## config.mk

```make
export PLATFORM = sky130hd
export DESIGN_NAME = hs_strober
export DESIGN_NICKNAME = d
export VERILOG_FILES = /design/src/rtl/hs_pkg.sv /design/src/rtl/hs_sync.sv /design/src/rtl/hs_lfsr.sv /design/src/rtl/hs_channel.sv /design/src/rtl/hs_strober.sv
export SDC_FILE = /design/constraint.sdc
export NUM_CORES = 1
export LEC_CHECK = 0
export ABC_AREA = 1
export BUFFER_PORTS_ARGS = -buffer_cell sky130_fd_sc_hd__buf_4
export CORE_ASPECT_RATIO = 1.2
export CORE_UTILIZATION = 55
export DETAILED_ROUTE_END_ITERATION = 10
export GPL_TIMING_DRIVEN = 0
export PLACE_DENSITY = 0.88
export REMOVE_ABC_BUFFERS = 1
export SLEW_MARGIN = 0
export SYNTH_ARGS = -nofsm -noshare
export SYNTH_HDL_FRONTEND = slang
export SYNTH_SLANG_ARGS = --single-unit
```

## constraint.sdc

```tcl
create_clock -name clk -period 3.44 [get_ports clk]
set_clock_uncertainty 0.1 [all_clocks]
set_input_delay 0.344 -clock clk [delete_from_list [all_inputs] [get_ports clk]]
set_output_delay 0.344 -clock clk [all_outputs]
set_load 0.02 [all_outputs]
```

## src/rtl/hs_pkg.sv

```systemverilog
package hs_pkg;

    localparam int CTL_W  = 32;
    localparam int LFSR_W = 32;
    localparam logic [LFSR_W-1:0] LFSR_TAPS = 32'h8020_0003;

    typedef enum logic [1:0] {
        CH_STATIC = 2'd0,
        CH_COUNT  = 2'd1,
        CH_WAIT   = 2'd2
    } ch_state_e;

    function automatic logic [LFSR_W-1:0] lfsr_step(input logic [LFSR_W-1:0] v);
        return (v >> 1) ^ (v[0] ? LFSR_TAPS : '0);
    endfunction

endpackage

```

## src/rtl/hs_sync.sv

```systemverilog
module hs_sync #(
    parameter int W      = 3,
    parameter int STAGES = 2
) (
    input  logic         clk,
    input  logic         rst,
    input  logic [W-1:0] d_i,
    output logic [W-1:0] q_o
);
    logic [W-1:0] stage_q [STAGES];

    generate
        for (genvar s = 0; s < STAGES; s++) begin : g_stage
            always_ff @(posedge clk) begin
                if (rst) stage_q[s] <= '0;
                else if (s == 0) stage_q[s] <= d_i;
                else stage_q[s] <= stage_q[(s == 0) ? 0 : s-1];
            end
        end
    endgenerate

    assign q_o = stage_q[STAGES-1];
endmodule

```

## src/rtl/hs_lfsr.sv

```systemverilog
module hs_lfsr
    import hs_pkg::*;
#(
    parameter logic [LFSR_W-1:0] SEED = 32'h1ACE_5EED
) (
    input  logic              clk,
    input  logic              rst,
    output logic [LFSR_W-1:0] value_o
);
    localparam logic [LFSR_W-1:0] SEED_NZ = (SEED == '0) ? 32'h1 : SEED;

    logic [LFSR_W-1:0] state_q;

    always_ff @(posedge clk) begin
        if (rst) state_q <= SEED_NZ;
        else     state_q <= lfsr_step(state_q);
    end

    assign value_o = state_q;
endmodule

```

## src/rtl/hs_channel.sv

```systemverilog
module hs_channel
    import hs_pkg::*;
#(
    parameter int   CNT_W    = 6,
    parameter logic REQ_INIT = 1'b0
) (
    input  logic             clk,
    input  logic             rst,
    input  logic             static_i,
    input  logic             en_i,
    input  logic             ack_s_i,
    input  logic [CNT_W-1:0] reload_i,
    output logic             req_o,
    output logic             wait_o
);
    ch_state_e        state_q;
    logic             req_q;
    logic [CNT_W-1:0] cnt_q;
    logic             active;

    assign active = en_i & static_i;

    always_ff @(posedge clk) begin
        if (rst) begin
            state_q <= CH_STATIC;
            req_q   <= REQ_INIT;
            cnt_q   <= '0;
        end else begin
            unique case (state_q)
                CH_STATIC: begin
                    req_q <= static_i;
                    cnt_q <= reload_i;
                    if (active) state_q <= CH_COUNT;
                end
                CH_COUNT: begin
                    if (!active) begin
                        req_q   <= static_i;
                        state_q <= CH_STATIC;
                    end else if (cnt_q == '0) begin
                        req_q   <= ~req_q;
                        state_q <= CH_WAIT;
                    end else begin
                        cnt_q <= cnt_q - CNT_W'(1);
                    end
                end
                CH_WAIT: begin
                    if (ack_s_i == req_q) begin
                        cnt_q   <= reload_i;
                        state_q <= active ? CH_COUNT : CH_STATIC;
                    end
                end
                default: state_q <= CH_STATIC;
            endcase
        end
    end

    assign req_o  = req_q;
    assign wait_o = (state_q == CH_WAIT);
endmodule

```

## src/rtl/hs_strober.sv

```systemverilog
module hs_strober
    import hs_pkg::*;
#(
    parameter int                 NCH      = 3,
    parameter int                 CNT_W    = 6,
    parameter logic [NCH-1:0]     REQ_INIT = '0,
    parameter logic [LFSR_W-1:0]  SEED     = 32'h1ACE_5EED
) (
    input  logic             clk,
    input  logic             rst,
    input  logic             ctl_wr,
    input  logic [CTL_W-1:0] ctl_wdata,
    output logic [CTL_W-1:0] ctl_rdata,
    input  logic [NCH-1:0]   ack_async_i,
    output logic [NCH-1:0]   req_o
);
    localparam int REQ_LSB = 0;
    localparam int ACK_LSB = NCH;
    localparam int EN_LSB  = 2 * NCH;
    localparam int USED_W  = 3 * NCH;

    logic [NCH-1:0]    static_q;
    logic [NCH-1:0]    en_q;
    logic [NCH-1:0]    ack_s;
    logic [NCH-1:0]    wait_vec;
    logic [LFSR_W-1:0] rnd;

    always_ff @(posedge clk) begin
        if (rst) begin
            static_q <= REQ_INIT;
            en_q     <= '0;
        end else if (ctl_wr) begin
            static_q <= ctl_wdata[REQ_LSB +: NCH];
            en_q     <= ctl_wdata[EN_LSB +: NCH];
        end
    end

    hs_sync #(.W(NCH), .STAGES(2)) u_sync (
        .clk (clk),
        .rst (rst),
        .d_i (ack_async_i),
        .q_o (ack_s)
    );

    hs_lfsr #(.SEED(SEED)) u_lfsr (
        .clk     (clk),
        .rst     (rst),
        .value_o (rnd)
    );

    generate
        for (genvar c = 0; c < NCH; c++) begin : g_ch
            hs_channel #(
                .CNT_W    (CNT_W),
                .REQ_INIT (REQ_INIT[c])
            ) u_ch (
                .clk      (clk),
                .rst      (rst),
                .static_i (static_q[c]),
                .en_i     (en_q[c]),
                .ack_s_i  (ack_s[c]),
                .reload_i (rnd[(c*CNT_W) % (LFSR_W-CNT_W+1) +: CNT_W]),
                .req_o    (req_o[c]),
                .wait_o   (wait_vec[c])
            );
        end
    endgenerate

    always_comb begin
        ctl_rdata                  = '0;
        ctl_rdata[REQ_LSB +: NCH]  = static_q;
        ctl_rdata[ACK_LSB +: NCH]  = ack_s;
        ctl_rdata[EN_LSB +: NCH]   = en_q;
    end

    logic unused_wdata;
    assign unused_wdata = ^{ctl_wdata[CTL_W-1:USED_W], ctl_wdata[ACK_LSB +: NCH], rnd};
endmodule

```

==> results.py <==
metrics = {
    "outcome": {
        "status": "completed",
    },
    "final_layout": {
        "mostFrequentLayoutCells": "nor2_1 (76), nand2_1 (74), dfxtp_1 (71)",
        "diodes": 0,
        "layout.nets": 501,
        "drive_gt1_frac": 0.171,
        "areaGrowthSynthToFinish_pct": 7.86,
        "layout.cells.non_filler": 542,
        "design_area_sq_um": 3550,
        "final_common_cell": "nor2_1",
    },
    "clock_tree": {
        "cts_tree": "done",
        "cts-htree-levels": 3,
        "worst_skew_pair.late_latency_ns": 0.34,
        "cts_buffer_depth": 2,
        "holdBufCountCts": 0,
        "cts_buffers": 9,
        "cts_sinks": 71,
        "post_cts_buffers": 0,
        "clock-root-buffer": "clkbuf_8",
        "clk_pin_slew_ns": 0.07,
        "cts.repair.resized": 0,
    },
    "min_path": {
        "hold_start": "ack_async_i[0]",
        "hp-class": "input port to register",
    },
    "power_and_ir_drop": {
        "internal-power_mw": 1.34,
        "power_leakage_nw": 1.77,
        "swShare": 0.255,
        "vdd_drop_max_mv": 0.408,
        "seqPwrFrac": 0.504,
        "comb_power_share": 0.117,
        "total_power_mw": 1.80,
        "p_switching_uw": 460,
        "clkPwrFrac": 0.379,
        "p_per_area_nw_per_um2": 507,
    },
    "critical_path": {
        "critPathMaxStageDelay_ns": 0.51,
        "r2r_end": "g_ch[1].u_ch.cnt_q[5]",
        "startpoint_type": "register",
        "reg2reg_slack_ns": 1.93,
        "crit_chain": "buf_4",
        "reg2reg_depth": 8,
        "crit_end": "req_o[0]",
        "crit_buf_inv": 1,
        "crit_path_max_fanout": 5,
        "path_class": "register to output pin",
        "critPathCaptureType": "output pin",
        "critical-path-top-delay-family": "flip-flops",
        "cp_slowest_cell": "dfxtp_1",
        "startpoint": "g_ch[0].u_ch.req_o",
        "rr_startpoint": "g_ch[1].u_ch.state_q[0]",
        "arrival_ns": 1.06,
        "cp.depth": 1,
        "required_ns": 3.00,
    },
    "timing": {
        "relSlewSlack": 0.433,
        "rsz0062_at_grt": "false",
        "worst-slew-pin-transition_ns": 0.849,
        "drv_slew": 0,
        "fin_crit_ns": 1.51,
        "hold_viol": 0,
        "fin_tns_setup_ns": 0,
        "fmax_mhz": 664,
        "setup_viol": 0,
        "fin_crit_sh": 0.438,
    },
    "placed_design": {
        "hpwl_mm": 3.92,
        "gp_congestion": 0.872,
        "placed_cells": 526,
        "port_buffers": 23,
        "placed_area_sq_um": 3350,
    },
    "grt": {
        "grt_max_degree": 43,
        "grt_use_total": 0.212,
        "grt_pass1_wl_mm": 10.3,
        "grt_pass1_vias": 2498,
        "antenna_found_initial": 0,
        "overflow": 0,
    },
    "detailed_routing": {
        "ant_nets": 0,
        "wl_per_cell_um": 10.8,
        "vias_per_cell": 4.88,
        "drt_iter0_drc": 167,
        "drc": 0,
        "routed_wl_mm": 5.86,
        "vias": 2643,
        "drt_pre_antenna_iters": 5,
    },
    "flow_run": {
        "maxCapViolCount": 0,
    },
    "die": {
        "die_y_um": 86.8,
        "start_util": 0.578,
        "die-area_sq_um": 6310,
        "ioPinCount": 73,
        "die_w_um": 72.7,
        "std_cell_rows": 30,
        "core_sq_um": 5710,
    },
    "logic_synthesis": {
        "synth_cell_types": 34,
        "synth_cells": 445,
        "seq_area_frac_synth": 0.431,
        "avgSynthCellArea_sq_um": 7.41,
        "yosys_warnings": 0,
        "syn-cell-area_sq_um": 3300,
        "synth_seq_cells": 71,
    },
}
[worst min path at each step]
| stage | endpoint | cells past startpoint |
|---|---|---|
| 3_3_place_gp | u_sync.stage_q[1][0] | 2 |
| 4_1_cts | u_sync.stage_q[0][0] | 3 |
| 2_1_floorplan | u_lfsr.value_o[20] | 2 |
| 5_1_grt | u_sync.stage_q[0][0] | 3 |
| 6_report | u_sync.stage_q[0][0] | 3 |
| 3_5_place_dp | u_sync.stage_q[1][1] | 2 |
[power groups by stage]
stage	Sequential, mW	Clock [mW]	Combinational, mW
2_1_floorplan	0.926	0	0.146
3_3_place_gp	0.923	0	0.201
3_5_place_dp	0.925	0	0.208
4_1_cts	0.907	0.702	0.212
5_1_grt	0.913	0.738	0.240
6_report	0.908	0.684	0.211
[synth_stat cells, drive strengths merged]
cell type | n | area [sq um]
nand2 | 82 | 338
nor2 | 82 | 338
dfxtp | 71 | 1420
inv | 60 | 225
buf | 38 | 283
o21ai | 32 | 160
nand3 | 19 | 100
a21oi | 16 | 103
or2 | 13 | 81.3
clkbuf | 6 | 22.5
ha | 6 | 75.1
o22ai | 4 | 25.0
a31oi | 3 | 18.8
nand4 | 3 | 18.8
xnor2 | 3 | 26.3
o211ai | 2 | 28.8
a21boi | 1 | 7.51
and3 | 1 | 6.26
conb | 1 | 3.75
nor3 | 1 | 5.00
xor2 | 1 | 8.76
[cells by family (layout without fill, tap and decap cells)]
logic type | Yosys count | after routing | share of synthesized area
XOR/XNOR | 4 | 4 | 0.0106
buffers and inverters | 104 | 99 | 0.161
flip-flops | 71 | 71 | 0.431
AO/OA/AOI/OAI | 58 | 58 | 0.104
AND/OR/NAND/NOR | 201 | 201 | 0.269
adder cells (fa/ha/maj) | 6 | 6 | 0.0228
other | 1 | 23 | 0.00114
[stage by stage]
stage               worst slack [ns]  hold WS, ns   util
floorplan                       2.15        0.288      -
CTS                             1.92       0.0880  0.623
global route                    1.76       0.0945  0.623
finish                          1.93        0.100  0.623
detailed placement              1.60        0.293  0.586
global placement                1.65        0.290  0.586
[registers in the layout (all words and copies together) (netlist names)]
name               cells
g_ch.u_ch.state_q      6
u_lfsr.value_o        32
en_q                   3
static_q               3
g_ch.u_ch.req_o        3
g_ch.u_ch.cnt_q       18
u_sync.stage_q         6
[routing by layer]
metal | vias up | global-route usage | share of wire
met1 | 1203 | 0.226 | 0.43
met2 | 83 | 0.381 | 0.49
met3 | 13 | 0.0535 | 0.046
met5 | - | 0 | 0
met4 | 0 | 0.112 | 0.027
li1 | 1344 | - | -
[worst min-delay path, stage by stage]
cell    delay [ns]
buf_4         0.07
inv_1         0.03
nor2_1        0.06
[cell type report]
| class | count | area, sq um |
|---|---|---|
| Inverter | 60 | 225 |
| Clock buffer | 13 | 169 |
| Fill cell | 508 | 2150 |
| Multi-Input combinational cell | 292 | 1430 |
| Sequential cell | 71 | 1420 |
| Timing Repair Buffer | 23 | 173 |
| Tap cell | 80 | 100 |
| Clock inverter | 3 | 40.0 |
Power figures use the tool's default switching activity.
